`src/rtl/iot_pkg.sv`:
```
package iot_pkg;
  localparam int WORD_W = 12;
  localparam int OP_W   = 3;
  localparam int SEL_W  = 6;
  localparam int NPULSE = 3;
  localparam int IOT_OP = 6;
  // slot positions inside the enable field; slot order is issue order
  localparam int P_SKIP = 0;
  localparam int P_IN   = 1;
  localparam int P_OUT  = 2;

  typedef enum logic [1:0] {SQ_IDLE, SQ_GAP, SQ_PULSE, SQ_RES} seq_state_t;
  typedef enum logic [1:0] {IE_OFF, IE_ARM1, IE_ARM2, IE_ON} ie_state_t;
endpackage

```
`src/rtl/iot_decode.sv`:
```
module iot_decode #(
  parameter int WORD_W = iot_pkg::WORD_W,
  parameter int OP_W   = iot_pkg::OP_W,
  parameter int SEL_W  = iot_pkg::SEL_W,
  parameter int NPULSE = iot_pkg::NPULSE,
  parameter int IOT_OP = iot_pkg::IOT_OP
) (
  input  logic [WORD_W-1:0] word,
  output logic [SEL_W-1:0]  sel,
  output logic [NPULSE-1:0] bus_mask,
  output logic              ion
);
  localparam int SEL_LSB = NPULSE;
  localparam int OP_LSB  = NPULSE + SEL_W;

  logic              is_iot;
  logic [NPULSE-1:0] en;

  always_comb begin
    is_iot   = (word[OP_LSB +: OP_W] == OP_W'(IOT_OP));
    sel      = word[SEL_LSB +: SEL_W];
    en       = word[NPULSE-1:0];
    // select 0 addresses the processor itself: nothing goes on the bus
    bus_mask = (is_iot && sel != '0) ? en : '0;
    ion      = is_iot && (sel == '0) && (en == NPULSE'(1));
  end
endmodule

```
`src/rtl/iot_pulse_seq.sv`:
```
module iot_pulse_seq #(
  parameter int W      = iot_pkg::WORD_W,
  parameter int SEL_W  = iot_pkg::SEL_W,
  parameter int NPULSE = iot_pkg::NPULSE,
  parameter int P_SKIP = iot_pkg::P_SKIP,
  parameter int P_IN   = iot_pkg::P_IN,
  parameter int P_OUT  = iot_pkg::P_OUT
) (
  input  logic              clk,
  input  logic              rst_n,
  input  logic              start,
  input  logic [SEL_W-1:0]  sel,
  input  logic [NPULSE-1:0] mask,
  input  logic [W-1:0]      acc,
  input  logic [W-1:0]      bus_din,
  input  logic              bus_skip,
  input  logic              res_ready,
  output logic              idle,
  output logic [NPULSE-1:0] pulses,
  output logic [SEL_W-1:0]  dev_sel,
  output logic [W-1:0]      bus_dout,
  output logic              res_valid,
  output logic              res_skip,
  output logic              res_load,
  output logic [W-1:0]      res_acc
);
  import iot_pkg::*;

  seq_state_t        state;
  logic [NPULSE-1:0] rem_r, cur_r, low, left;
  logic [SEL_W-1:0]  sel_r;
  logic [W-1:0]      acc_w;
  logic              skip_r, load_r;

  // lowest still-pending slot, and what remains after the current one
  assign low  = rem_r & (~rem_r + {{(NPULSE-1){1'b0}}, 1'b1});
  assign left = rem_r & ~cur_r;

  always_ff @(posedge clk) begin
    if (!rst_n) begin
      state  <= SQ_IDLE;
      rem_r  <= '0;
      cur_r  <= '0;
      sel_r  <= '0;
      acc_w  <= '0;
      skip_r <= 1'b0;
      load_r <= 1'b0;
    end else begin
      case (state)
        SQ_IDLE: if (start) begin
          sel_r  <= sel;
          rem_r  <= mask;
          acc_w  <= acc;
          skip_r <= 1'b0;
          load_r <= 1'b0;
          state  <= (mask != '0) ? SQ_GAP : SQ_RES;
        end
        SQ_GAP: begin
          cur_r <= low;
          state <= SQ_PULSE;
        end
        SQ_PULSE: begin
          if (cur_r[P_SKIP]) skip_r <= bus_skip;
          if (cur_r[P_IN]) begin
            acc_w  <= bus_din;
            load_r <= 1'b1;
          end
          rem_r <= left;
          state <= (left != '0) ? SQ_GAP : SQ_RES;
        end
        SQ_RES: if (res_ready) state <= SQ_IDLE;
        default: state <= SQ_IDLE;
      endcase
    end
  end

  always_comb begin
    idle      = (state == SQ_IDLE);
    pulses    = (state == SQ_PULSE) ? cur_r : '0;
    dev_sel   = (state == SQ_GAP || state == SQ_PULSE) ? sel_r : '0;
    bus_dout  = (state == SQ_PULSE && cur_r[P_OUT]) ? acc_w : '0;
    res_valid = (state == SQ_RES);
    res_skip  = skip_r;
    res_load  = load_r;
    res_acc   = acc_w;
  end
endmodule

```
`src/rtl/iot_irq_ctl.sv`:
```
module iot_irq_ctl (
  input  logic clk,
  input  logic rst_n,
  input  logic ion,
  input  logic insn_end,
  input  logic irq_in,
  output logic irq_take,
  output logic int_enabled
);
  import iot_pkg::*;

  ie_state_t st;
  logic      live;

  // the second boundary after arming already counts as enabled
  assign live        = (st == IE_ON) || (st == IE_ARM2);
  assign irq_take    = insn_end && irq_in && live;
  assign int_enabled = (st == IE_ON);

  always_ff @(posedge clk) begin
    if (!rst_n) begin
      st <= IE_OFF;
    end else if (insn_end) begin
      if (irq_take)           st <= IE_OFF;
      else if (st == IE_ARM1) st <= IE_ARM2;
      else if (st == IE_ARM2) st <= IE_ON;
    end else if (ion && st != IE_ON) begin
      st <= IE_ARM1;
    end
  end
endmodule

```
`src/rtl/iot_sequencer.sv`:
```
module iot_sequencer #(
  parameter int WORD_W = iot_pkg::WORD_W,
  parameter int SEL_W  = iot_pkg::SEL_W
) (
  input  logic              clk,
  input  logic              rst_n,
  input  logic              ins_valid,
  output logic              ins_ready,
  input  logic [WORD_W-1:0] ins_word,
  input  logic [WORD_W-1:0] acc_in,
  output logic              res_valid,
  input  logic              res_ready,
  output logic              res_skip,
  output logic              res_load,
  output logic [WORD_W-1:0] res_acc,
  output logic [SEL_W-1:0]  dev_sel,
  output logic              cmd_p1,
  output logic              cmd_p2,
  output logic              cmd_p4,
  output logic [WORD_W-1:0] bus_dout,
  input  logic [WORD_W-1:0] bus_din,
  input  logic              bus_skip,
  input  logic              irq_in,
  input  logic              insn_end,
  output logic              irq_take,
  output logic              int_enabled
);
  import iot_pkg::*;
  localparam int NP = NPULSE;

  logic [SEL_W-1:0] d_sel;
  logic [NP-1:0]    d_mask, pulses;
  logic             d_ion, accept, idle;

  assign accept    = ins_valid && idle;
  assign ins_ready = idle;
  assign cmd_p1    = pulses[P_SKIP];
  assign cmd_p2    = pulses[P_IN];
  assign cmd_p4    = pulses[P_OUT];

  iot_decode #(.WORD_W(WORD_W), .OP_W(OP_W), .SEL_W(SEL_W), .NPULSE(NP), .IOT_OP(IOT_OP)) u_dec (
    .word(ins_word), .sel(d_sel), .bus_mask(d_mask), .ion(d_ion));

  iot_pulse_seq #(.W(WORD_W), .SEL_W(SEL_W), .NPULSE(NP),
                  .P_SKIP(P_SKIP), .P_IN(P_IN), .P_OUT(P_OUT)) u_seq (
    .clk(clk), .rst_n(rst_n), .start(accept), .sel(d_sel), .mask(d_mask),
    .acc(acc_in), .bus_din(bus_din), .bus_skip(bus_skip), .res_ready(res_ready),
    .idle(idle), .pulses(pulses), .dev_sel(dev_sel), .bus_dout(bus_dout),
    .res_valid(res_valid), .res_skip(res_skip), .res_load(res_load), .res_acc(res_acc));

  iot_irq_ctl u_irq (
    .clk(clk), .rst_n(rst_n), .ion(accept && d_ion), .insn_end(insn_end),
    .irq_in(irq_in), .irq_take(irq_take), .int_enabled(int_enabled));
endmodule

```
`config.mk`:
```
export PLATFORM = sky130hd
export DESIGN_NAME = iot_sequencer
export DESIGN_NICKNAME = d
export VERILOG_FILES = /design/src/rtl/iot_pkg.sv /design/src/rtl/iot_decode.sv /design/src/rtl/iot_pulse_seq.sv /design/src/rtl/iot_irq_ctl.sv /design/src/rtl/iot_sequencer.sv
export SDC_FILE = /design/constraint.sdc
export NUM_CORES = 1
export LEC_CHECK = 0
export ABC_AREA = 1
export BUFFER_PORTS_ARGS = -buffer_cell sky130_fd_sc_hd__buf_2
export CORE_ASPECT_RATIO = 1.25
export CORE_MARGIN = 1
export CORE_UTILIZATION = 42
export DETAILED_ROUTE_END_ITERATION = 8
export PLACE_DENSITY_LB_ADDON = 0.05
export SETUP_SLACK_MARGIN = 0.05
export SYNTH_ARGS = -nofsm -noshare
export SYNTH_HDL_FRONTEND = slang
export SYNTH_SLANG_ARGS = --single-unit
```
`constraint.sdc`:
```
create_clock -name clk -period 1.4 [get_ports clk]
set_input_delay 0.28 -clock clk [delete_from_list [all_inputs] [get_ports clk]]
set_output_delay 0.28 -clock clk [all_outputs]
set_load 0.05 [all_outputs]
```
==> metrics.txt <==
yosys warns 0; Seq/Total Area, Yosys around a third; initial antenna violation count 0; post-synthesis cell area 0.00178 mm2; top cell type's share of synthesized area between 30% and 40%; global route total overflow 0; wire length of the first global-routing pass ~7700 um; CTS root buf clkbuf_8; synth top area cells dfxtp_1, nand2_1, inv_1, nor2_1, a21oi_2; die height between 70 and 80 um; Vias/cell ~4.7; syn_area_per_cell roughly 6.7 um2; Final Max Tran Viols 0; Max-Cap Viols 0; Period minus WS final 1.65 ns; Fin Setup TNS -5.05 ns; Total Routing Usage GR between 20% and 30%; R2R Path Start u_seq.state[0]; top cell type by total area after synthesis dfxtp_1; hold path start ins_word[6]; TritonCTS Buffers 5; leakage about 1.5 nW; crit path from u_seq.state[0]; Worst Path Arrival approximately 1.4 ns; H-tree depth 2; r2r setup slk -0.08 ns; Setup Crit Path Kind flip-flop to output pin; Pwr Density about 2100 mW/mm2; # setup viols final 35; sw frac 50.3%; hold-fix buffers at CTS 0; router iterations before antenna repair 4; Max Root-Sink Buffers 2; DRC errors left 0; cell internal pwr ~3.2 mW; Critical Path End Type output pin; Area Overhead vs Synth 71.2%; final core occ about three quarters; Clk pwr share 11.1%; Final nets 426; Port-buffer cells 81; mean routed wirelength per cell approximately 12 um; count leader, synth nand2_1; Fmax approximately 600 MHz; largest net degree at the start of global routing 12; min-delay worst type primary input to flip-flop; DIE AREA around 0.0045 mm2; Final GP Congestion 0.748; CTS tree yes; Ports just over 80; total wire length approximately 5000 um; peak supply drop between 1500 and 2000 uV; Layout fillers 324; # diodes 0; Comb power frac 66.9%; final hold violation count 0; Reg2Reg Capture Point u_seq.res_acc[8]; WHS around 0.26 ns; FFs w/ async S/R, synth 0%; Mapped Cells 267; post-route antenna net violation count 0; Sequential Power Share about 22%; Worst Path Max Fanout 6; Core Footprint about 0.004 mm2; Non-Filler Instances 435; Clk Latency, worst-skew pair ~0.28 ns; post-synth cell types 25; startpoint types flip-flop; final worst-path cycle share 118%; Worst R2R Path Depth 8; failing checks negative setup slack; sw power around 3.3 mW; vias in the first global route 1778; DR vias approximately 2.0k; CP Data Required Time around 1.1 ns; starting density of the core a little over two fifths; drt initial violations 50; Synth Flop Type dfxtp_1; layout cells sized above 1 a little over half; commonest cells in the netlist nand2_1, inv_1, nor2_1, dfxtp_1, o21ai_0; Rows 26; RSZ-0062 raised after global routing true; synthesized flop and latch total 30; Inst Count DP slightly above 400; Setup Skew between 0.003 and 0.004 ns; worst relative slew slack 81.0%; DP HPWL ~3400 um; post-synth net total about 320; CTS sink count 30; die span in x 60.3 um; end point of the critical path cmd_p2; Post-synth EDFFs 0; actual slew at the worst max-slew pin 0.284 ns; Clock transition at path regs 0.06 ns; Final WS setup -0.254 ns; status complete, but fails checks
[power by group through the flow]
stage	clock network (mW)	registers, mW	logic, mW
after floorplan	0	1.98	2.20
final	0.724	1.43	4.35
after CTS	0.737	1.41	4.09
after global routing	0.779	1.46	4.67
after detailed placement	0	1.40	3.58
after global placement	0	1.38	3.56
[through the flow]
step                      cell area [um2]  power, mW  setup WS, ns
after global routing                 3050       6.91        -0.300
after CTS                            2920       6.24        -0.234
after floorplan                      1970       4.18       -0.0922
after global placement               2490       4.94       -0.0203
final                                3050       6.51        -0.254
after detailed placement             2490       4.98       -0.0355
[worst min path at each step]
stage | endpoint | cells after the start
2_1_floorplan | u_seq.state[0] | 2
3_5_place_dp | u_seq.res_skip | 2
3_3_place_gp | u_seq.res_skip | 2
5_1_grt | u_seq.res_skip | 3
4_1_cts | u_seq.res_skip | 3
6_report | u_seq.sel_r[3] | 3
[metal layers]
layer	track usage (%)	routed length [um]	vias to the layer above
li1	-	-	1048
met1	26.8	2120	904
met2	41.1	2570	67
met3	5.15	251	7
met4	8.01	82	0
met5	0	0	-
[sequential cells by signal, indices dropped and copies added, names as in the netlist]
register,flops
u_seq.sel_r,6
u_seq.rem_r,3
u_seq.res_load,1
u_seq.state,2
u_irq.st,2
u_seq.res_acc,12
u_seq.cur_r,3
u_seq.res_skip,1
[what timing repair did]
item,CTS,global route
setup buffers,8,6
endpoints found under the setup margin,36,47
gates cloned,2,0
pin swaps,19,13
gates resized for setup,82,41
[placed cells by master, fill, tap and decap left out]
cell type	count
buf_6	19
nor2_1	25
o21ai_2	10
a21oi_2	14
nor2_4	13
buf_8	19
nand3b_1	1
clkbuf_8	6
nand3_2	2
nand2_2	6
clkinv_2	1
buf_4	18
clkbuf_1	1
dfxtp_1	23
ha_1	2
o211ai_1	1
dfxtp_4	1
inv_4	4
nand3_1	8
inv_1	30
buf_2	56
a31oi_1	2
nand4_1	3
nor3_1	1
nand2_8	2
nand2_4	6
o21ai_1	8
clkinvlp_4	2
o21ai_0	9
ha_4	3
nand2_1	61
inv_2	10
o21ai_4	2
dfxtp_2	6
a21oi_1	4
[cell type report]
class	instances	area [um2]	share of cell area (%)
Multi-Input combinational cell	183	1170	38.5
Sequential cell	30	612	20.0
Tap cell	56	70.1	2.30
Clock inverter	1	5.00	0.164
Clock buffer	7	86.3	2.83
Timing Repair Buffer	112	915	30.0
Inverter	46	190	6.23
[critical path, stage by stage, from the launching register on]
cell and delay (ns):
dfxtp_2 0.35, inv_4 0.05, ha_4 0.22, buf_6 0.13, nand2_4 0.05, clkinvlp_4 0.11, buf_8 0.17
[logic make-up after synthesis]
| family | share of synthesized area (%) |
|---|---|
| and+or+nand+nor | 29.0 |
| AOI/OAI and AO/OA | 19.8 |
| DFF | 33.7 |
| adders and majority gates | 3.51 |
| buffers and inverters | 14.0 |
No activity file was read; power rests on OpenSTA's default activity.
